===== src/rtl/pp_pkg.sv =====
package pp_pkg;

    typedef enum logic [3:0] {
        ST_IDLE,
        ST_SETUP,
        ST_PLAN,
        ST_LOAD_CMD,
        ST_LOAD_WAIT,
        ST_PROG_HDR,
        ST_PROG_DATA,
        ST_PROG_WAIT,
        ST_CMP_CMD,
        ST_CMP_WAIT,
        ST_DONE
    } pp_state_e;

    localparam logic [7:0] OPC_LOAD = 8'h53;
    localparam logic [7:0] OPC_PROG = 8'h82;
    localparam logic [7:0] OPC_CMP  = 8'h60;

    localparam int MISMATCH_BIT = 6;

endpackage


===== src/rtl/pp_piece_calc.sv =====
module pp_piece_calc #(
    parameter int PAGE_BYTES = 264,
    parameter int BA_W       = 18,
    parameter int OFF_W      = 9
) (
    input  logic [OFF_W-1:0] offset,
    input  logic [BA_W-1:0]  remaining,
    output logic [BA_W-1:0]  piece,
    output logic             partial
);
    localparam logic [BA_W-1:0] FULL = BA_W'(PAGE_BYTES);

    logic [BA_W-1:0] room;

    always_comb begin
        room    = FULL - BA_W'(offset);
        piece   = (remaining < room) ? remaining : room;
        partial = (piece != FULL);
    end
endmodule


===== src/rtl/pp_frame_hdr.sv =====
module pp_frame_hdr #(
    parameter int PG_W       = 9,
    parameter int OFF_W      = 9,
    parameter int PAGE_SHIFT = 9
) (
    input  logic [7:0]       opcode,
    input  logic [PG_W-1:0]  page,
    input  logic [OFF_W-1:0] offset,
    input  logic             with_offset,
    input  logic [1:0]       idx,
    output logic [7:0]       hdr_byte
);
    logic [23:0] dev_addr;

    always_comb begin
        dev_addr = 24'(page) << PAGE_SHIFT;
        if (with_offset) begin
            dev_addr = dev_addr | 24'(offset);
        end
        unique case (idx)
            2'd0:    hdr_byte = opcode;
            2'd1:    hdr_byte = dev_addr[23:16];
            2'd2:    hdr_byte = dev_addr[15:8];
            default: hdr_byte = with_offset ? dev_addr[7:0] : 8'h00;
        endcase
    end
endmodule


===== src/rtl/pp_page_writer.sv =====
module pp_page_writer
    import pp_pkg::*;
#(
    parameter int PAGE_BYTES = 264,
    parameter int PAGE_SHIFT = 9,
    parameter int NUM_PAGES  = 512,
    localparam int DEV_BYTES = PAGE_BYTES * NUM_PAGES,
    localparam int BA_W      = $clog2(DEV_BYTES + 1),
    localparam int PG_W      = $clog2(NUM_PAGES),
    localparam int OFF_W     = $clog2(PAGE_BYTES)
) (
    input  logic            clk,
    input  logic            rst_n,
    input  logic            req_valid,
    output logic            req_ready,
    input  logic [BA_W-1:0] req_addr,
    input  logic [BA_W-1:0] req_len,
    input  logic            din_valid,
    output logic            din_ready,
    input  logic [7:0]      din_data,
    output logic            cs_n,
    output logic            tx_valid,
    input  logic            tx_ready,
    output logic [7:0]      tx_data,
    output logic            poll_req,
    input  logic            poll_done,
    input  logic [7:0]      poll_status,
    output logic            done,
    output logic            fail_range,
    output logic            fail_verify,
    output logic [BA_W-1:0] bytes_written
);
    localparam logic [BA_W-1:0] PAGE_W = BA_W'(PAGE_BYTES);
    localparam logic [BA_W:0]   DEV_W  = (BA_W + 1)'(DEV_BYTES);

    pp_state_e state, nxt;

    logic [BA_W-1:0]  start_q, len_q, remain_q, piece_q, data_cnt, bw_q;
    logic [PG_W-1:0]  page_q;
    logic [OFF_W-1:0] off_q;
    logic [1:0]       hdr_idx;
    logic             fail_range_q, fail_verify_q;

    logic [BA_W:0]    end_w;
    logic             over_w;
    logic [BA_W-1:0]  piece_w;
    logic             partial_w;
    logic [7:0]       hdr_opc;
    logic             hdr_with_off;
    logic [7:0]       hdr_byte;
    logic             last_byte;
    logic             mismatch;
    logic             unused_status;

    assign end_w         = {1'b0, start_q} + {1'b0, len_q};
    assign over_w        = end_w > DEV_W;
    assign last_byte     = (data_cnt == piece_q - BA_W'(1));
    assign mismatch      = poll_status[MISMATCH_BIT];
    assign unused_status = ^{poll_status[7], poll_status[5:0]};

    pp_piece_calc #(
        .PAGE_BYTES (PAGE_BYTES),
        .BA_W       (BA_W),
        .OFF_W      (OFF_W)
    ) u_piece (
        .offset    (off_q),
        .remaining (remain_q),
        .piece     (piece_w),
        .partial   (partial_w)
    );

    pp_frame_hdr #(
        .PG_W       (PG_W),
        .OFF_W      (OFF_W),
        .PAGE_SHIFT (PAGE_SHIFT)
    ) u_hdr (
        .opcode      (hdr_opc),
        .page        (page_q),
        .offset      (off_q),
        .with_offset (hdr_with_off),
        .idx         (hdr_idx),
        .hdr_byte    (hdr_byte)
    );

    // State register
    always_ff @(posedge clk or negedge rst_n) begin
        if (!rst_n) begin
            state <= ST_IDLE;
        end else begin
            state <= nxt;
        end
    end

    // Transitions
    always_comb begin
        nxt = state;
        unique case (state)
            ST_IDLE:      if (req_valid) nxt = ST_SETUP;
            ST_SETUP:     nxt = (len_q == '0 || over_w) ? ST_DONE : ST_PLAN;
            ST_PLAN:      nxt = partial_w ? ST_LOAD_CMD : ST_PROG_HDR;
            ST_LOAD_CMD:  if (tx_ready && hdr_idx == 2'd3) nxt = ST_LOAD_WAIT;
            ST_LOAD_WAIT: if (poll_done) nxt = ST_PROG_HDR;
            ST_PROG_HDR:  if (tx_ready && hdr_idx == 2'd3) nxt = ST_PROG_DATA;
            ST_PROG_DATA: if (din_valid && tx_ready && last_byte) nxt = ST_PROG_WAIT;
            ST_PROG_WAIT: if (poll_done) nxt = ST_CMP_CMD;
            ST_CMP_CMD:   if (tx_ready && hdr_idx == 2'd3) nxt = ST_CMP_WAIT;
            ST_CMP_WAIT:  if (poll_done)
                              nxt = (mismatch || remain_q == piece_q) ? ST_DONE : ST_PLAN;
            ST_DONE:      nxt = ST_IDLE;
            default:      nxt = ST_IDLE;
        endcase
    end

    // Datapath registers
    always_ff @(posedge clk or negedge rst_n) begin
        if (!rst_n) begin
            start_q       <= '0;
            len_q         <= '0;
            remain_q      <= '0;
            piece_q       <= '0;
            data_cnt      <= '0;
            bw_q          <= '0;
            page_q        <= '0;
            off_q         <= '0;
            hdr_idx       <= '0;
            fail_range_q  <= 1'b0;
            fail_verify_q <= 1'b0;
        end else begin
            unique case (state)
                ST_IDLE: if (req_valid) begin
                    start_q       <= req_addr;
                    len_q         <= req_len;
                    bw_q          <= '0;
                    fail_range_q  <= 1'b0;
                    fail_verify_q <= 1'b0;
                end
                ST_SETUP: begin
                    if (len_q != '0 && over_w) fail_range_q <= 1'b1;
                    page_q   <= PG_W'(start_q / PAGE_W);
                    off_q    <= OFF_W'(start_q % PAGE_W);
                    remain_q <= len_q;
                end
                ST_PLAN: begin
                    piece_q  <= piece_w;
                    data_cnt <= '0;
                    hdr_idx  <= '0;
                end
                ST_LOAD_CMD, ST_PROG_HDR, ST_CMP_CMD:
                    if (tx_ready) hdr_idx <= hdr_idx + 2'd1;
                ST_PROG_DATA:
                    if (din_valid && tx_ready) data_cnt <= data_cnt + BA_W'(1);
                ST_CMP_WAIT: if (poll_done) begin
                    if (mismatch) begin
                        fail_verify_q <= 1'b1;
                    end else begin
                        bw_q     <= bw_q + piece_q;
                        remain_q <= remain_q - piece_q;
                        page_q   <= page_q + PG_W'(1);
                        off_q    <= '0;
                    end
                end
                default: ;
            endcase
        end
    end

    // Outputs
    always_comb begin
        req_ready    = 1'b0;
        din_ready    = 1'b0;
        cs_n         = 1'b1;
        tx_valid     = 1'b0;
        tx_data      = 8'h00;
        poll_req     = 1'b0;
        done         = 1'b0;
        hdr_opc      = OPC_PROG;
        hdr_with_off = 1'b0;
        unique case (state)
            ST_IDLE: req_ready = 1'b1;
            ST_LOAD_CMD: begin
                cs_n     = 1'b0;
                tx_valid = 1'b1;
                hdr_opc  = OPC_LOAD;
                tx_data  = hdr_byte;
            end
            ST_PROG_HDR: begin
                cs_n         = 1'b0;
                tx_valid     = 1'b1;
                hdr_opc      = OPC_PROG;
                hdr_with_off = 1'b1;
                tx_data      = hdr_byte;
            end
            ST_PROG_DATA: begin
                cs_n      = 1'b0;
                tx_valid  = din_valid;
                din_ready = tx_ready;
                tx_data   = din_data;
            end
            ST_CMP_CMD: begin
                cs_n     = 1'b0;
                tx_valid = 1'b1;
                hdr_opc  = OPC_CMP;
                tx_data  = hdr_byte;
            end
            ST_LOAD_WAIT, ST_PROG_WAIT, ST_CMP_WAIT: poll_req = 1'b1;
            ST_DONE: done = 1'b1;
            default: ;
        endcase
    end

    assign fail_range    = fail_range_q;
    assign fail_verify   = fail_verify_q;
    assign bytes_written = bw_q;

endmodule


===== config.mk =====
export PLATFORM = sky130hd
export DESIGN_NAME = pp_page_writer
export DESIGN_NICKNAME = d
export VERILOG_FILES = /design/src/rtl/pp_pkg.sv /design/src/rtl/pp_piece_calc.sv /design/src/rtl/pp_frame_hdr.sv /design/src/rtl/pp_page_writer.sv
export SDC_FILE = /design/constraint.sdc
export NUM_CORES = 1
export LEC_CHECK = 0
export BUFFER_PORTS_ARGS = -buffer_cell sky130_fd_sc_hd__buf_2
export CAP_MARGIN = 10
export CORE_UTILIZATION = 67
export CTS_CLUSTER_SIZE = 10
export DETAILED_ROUTE_END_ITERATION = 7
export PLACE_DENSITY = 0.88
export SYNTH_ARGS = -nofsm -noshare
export SYNTH_HDL_FRONTEND = slang
export SYNTH_SLANG_ARGS = --single-unit

===== constraint.sdc =====
create_clock -name clk -period 16.65 [get_ports clk]
set_clock_uncertainty 0.1 [all_clocks]
set_input_delay 2.4975 -clock clk [delete_from_list [all_inputs] [get_ports clk]]
set_output_delay 2.4975 -clock clk [all_outputs]
set_load 0.02 [all_outputs]

==> metrics.md <==
| Metric | Value |
|---|---|
| First DRT Iteration DRCs | `1,009` |
| TritonCTS clock tree | `built` |
| Reg2reg path depth | `18` |
| Hpwl dp | `21,900 um` |
| Fin. Hold Viols | `0` |
| Hold-fix buffers, CTS | `0` |
| HP Class | `reg -> reg` |
| Die area | `17,800 um^2` |
| Setup TNS | `0 ns` |
| Die height | `133 um` |
| Slew @ Worst Pin | `1.03 ns` |
| Post-CTS Setup Bufs | `0` |
| Post-synthesis cell type count | `108` |
| Vias in the first global route | `10.5k` |
| EDFF count, synth | `0` |
| Global Route Usage Sum | `0.358` |
| Num CTS Buffers | `17` |
| DRT Pass-1 Iters | `6` |
| Reg area | `3350 um^2` |
| Slew Limit Headroom | `0.316` |
| Die span in x | `133 um` |
| Clk slew on worst S/H paths | `0.06 ns` |
| GR Util met2 | `0.605` |
| End of the critical path | `off_q[7]` |
| Clk buf depth | `2` |
| CP endpoint kind | `register` |
| FF-to-FF End | `off_q[7]` |
| Worst Setup SP | `start_q[12]` |
| Fill cells | `1,198` |
| Final Critical Period | `6.92 ns` |
| Core Region | `16,700 um^2` |
| # diodes | `0` |
| Met3 Usage GRT | `0.0556` |
| Vias | `11.0k` |
| Worst path required time | `16.85 ns` |
| H-tree lvl count | `4` |
| Starting Density | `0.693` |
| Syn_nets | `1,506` |
| Post-CTS sizing | `0` |
| Synthesized flop and latch total | `134` |
| Routed WL | `30,700 um` |
| Mapped Cells | `1,367` |
| Grt peak-use layer | `met2` |
| CP Launch Type | `register` |
| CTS root buf | `clkbuf_16` |
| First-pass GRT wire length | `51,100 um` |
| Area growth syn-to-layout | `9.10%` |
| Post-Syn Area | `11,600 um^2` |
| Final antenna-violating net count | `0` |
| Top FF cell, synth | `dfrtp_1` |
| Reg2reg start | `start_q[12]` |
| Kind of critical path | `reg -> reg` |
| Register area share after synthesis | `0.290` |
| # setup viols final | `0` |
| Vias per cell | `6.64` |
| Syn avg cell area | `8.46 um^2` |
| Unrepaired setup endpoints after global routing | `no` |
| Share of cells above drive strength 1 | `0.146` |
| Flop2flop setup slack | `9.73 ns` |
| Yosys warning count | `0` |
| Initial antenna violation count | `0` |
| Clock Latency Late Sink | `0.44 ns` |
| Peak Freq | `0.145 GHz` |
| Number of buffers added on ports | `84` |
| Post-synth ARST share | `1.00` |
| Total grt overflow | `0` |
| Status | `completed` |
| Max Cap Viol | `0` |
| Max-slew violation count | `0` |
| Clock Sinks | `134` |
| Final period utilization | `0.416` |
| Row cnt | `47` |
| Multi-input combinational cell area | `7610 um^2` |
| Worst EP arrival | `7.12 ns` |
| Remaining routing DRC violations | `0` |
| Post-DR wirelength/cell | `18.6 um` |
| Ports | `92` |
| GPL Wtd Cong | `0.939` |
| Largest net degree at the start of global routing | `80` |
| GRT met1 Usage | `0.448` |
| Maximum fanout along the worst path | `14` |
| Nets | `1,557` |
==> sequential cells by signal, indices dropped and copies added, names as in the netlist <==
name and cells:
page_q 9, len_q 18, fail_range 1, bytes_written 18
start_q 18, off_q 9, data_cnt 18, piece_q 18
fail_verify 1, state 4, hdr_idx 2, remain_q 18
==> cell type report <==
class	instances	area share
inverters	92	0.0274
multi-input cells	1080	0.603
repair buffers	93	0.0392
well taps	220	0.0218
flip-flops and latches	134	0.266
clock inverters	8	0.00605
clock buffers	23	0.0371
==> synth_stat cells, drive strengths merged, types with 18 or more instances <==
cell type,instances,area (um^2)
a21o,22,165
nand2,105,394
nand4,18,119
inv,92,345
mux2i,27,270
xor2,32,288
mux2,41,465
ha,78,976
a21oi,86,430
nor4,22,165
o21ai,120,608
nand3,52,270
nor2,100,385
buf,18,116
nor3,35,180
clkbuf,43,163
xnor2,55,489
dfrtp,134,3350
nand2b,21,134
==> worst max-delay path, stage by stage, from the launching register on <==
cell	delay, ns
dfrtp_1	0.60
nand2b_1	0.37
nor2_1	0.08
o2111ai_1	0.18
a21boi_0	0.70
a21oi_1	0.22
o21ba_2	0.32
nor4b_2	0.57
mux2i_1	0.67
o21ai_1	0.30
a221o_2	0.49
a21oi_1	0.21
o211ai_1	0.21
nor4_1	0.44
nor2_1	0.20
o32a_1	0.27
o2bb2ai_1	0.22
a2111oi_0	0.50
o31ai_1	0.14
==> worst min-delay path by stage <==
| stage | start | end | depth (start not counted) |
|---|---|---|---|
| after floorplan | start_q[0] | off_q[0] | 2 |
| after global placement | bytes_written[9] | bytes_written[9] | 2 |
| after detailed placement | bytes_written[7] | bytes_written[7] | 2 |
| after CTS | bytes_written[7] | bytes_written[7] | 2 |
| after global routing | fail_verify | fail_verify | 2 |
| final | bytes_written[7] | bytes_written[7] | 2 |
==> metrics by stage <==
stage | cell area [um^2] | hold WS [ns] | setup WS, ns | cells | utilization
final | 12600 | 0.432 | 9.73 | 1650 | 0.756
after global routing | 12600 | 0.477 | 9.17 | 1650 | 0.756
after CTS | 12600 | 0.437 | 9.86 | 1650 | 0.756
after detailed placement | 12100 | 0.424 | 9.98 | 1619 | 0.723
after global placement | 12100 | 0.420 | 10.09 | 1619 | 0.723
after floorplan | 11600 | 0.372 | 10.91 | 1367 | -
==> cell families (layout without fill, tap and decap cells) <==
kind of cell / count (synthesis) / count (layout) / synth area share
XOR/XNOR: 87 / 87 / 0.0672
multiplexers: 68 / 68 / 0.0636
buffers and inverters: 153 / 216 / 0.0540
AO/OA/AOI/OAI: 398 / 398 / 0.233
flip-flops: 134 / 134 / 0.290
adder cells (fa/ha/maj): 82 / 82 / 0.0904
AND/OR/NAND/NOR: 445 / 445 / 0.202
==> layout by cell type, fill, tap and decap left out, types with 17 or more instances in the layout <==
| cell | Yosys | routed |
|---|---|---|
| nand2b_1 | 20 | 20 |
| dfrtp_1 | 134 | 134 |
| nand4_1 | 17 | 17 |
| nor2_1 | 98 | 98 |
| clkbuf_16 | 0 | 17 |
| mux2_2 | 40 | 40 |
| nand3_1 | 50 | 50 |
| mux2i_1 | 27 | 27 |
| xnor2_1 | 54 | 54 |
| nor4_1 | 19 | 19 |
| buf_2 | 6 | 83 |
| o21ai_0 | 114 | 114 |
| a21o_1 | 22 | 22 |
| a21oi_1 | 86 | 85 |
| nand2_1 | 105 | 104 |
| ha_1 | 78 | 78 |
| nor3_1 | 34 | 33 |
| inv_1 | 92 | 92 |
| xor2_1 | 31 | 31 |
==> layer usage <==
metal / routed length, um / vias up
li1: - / 5123
met3: 2380 / 101
met1: 12200 / 5229
met5: 0 / -
met2: 14900 / 505
met4: 1230 / 0
Power is not shown: default switching activity piles up to over one toggle a cycle in this logic, so the estimate is an artifact.
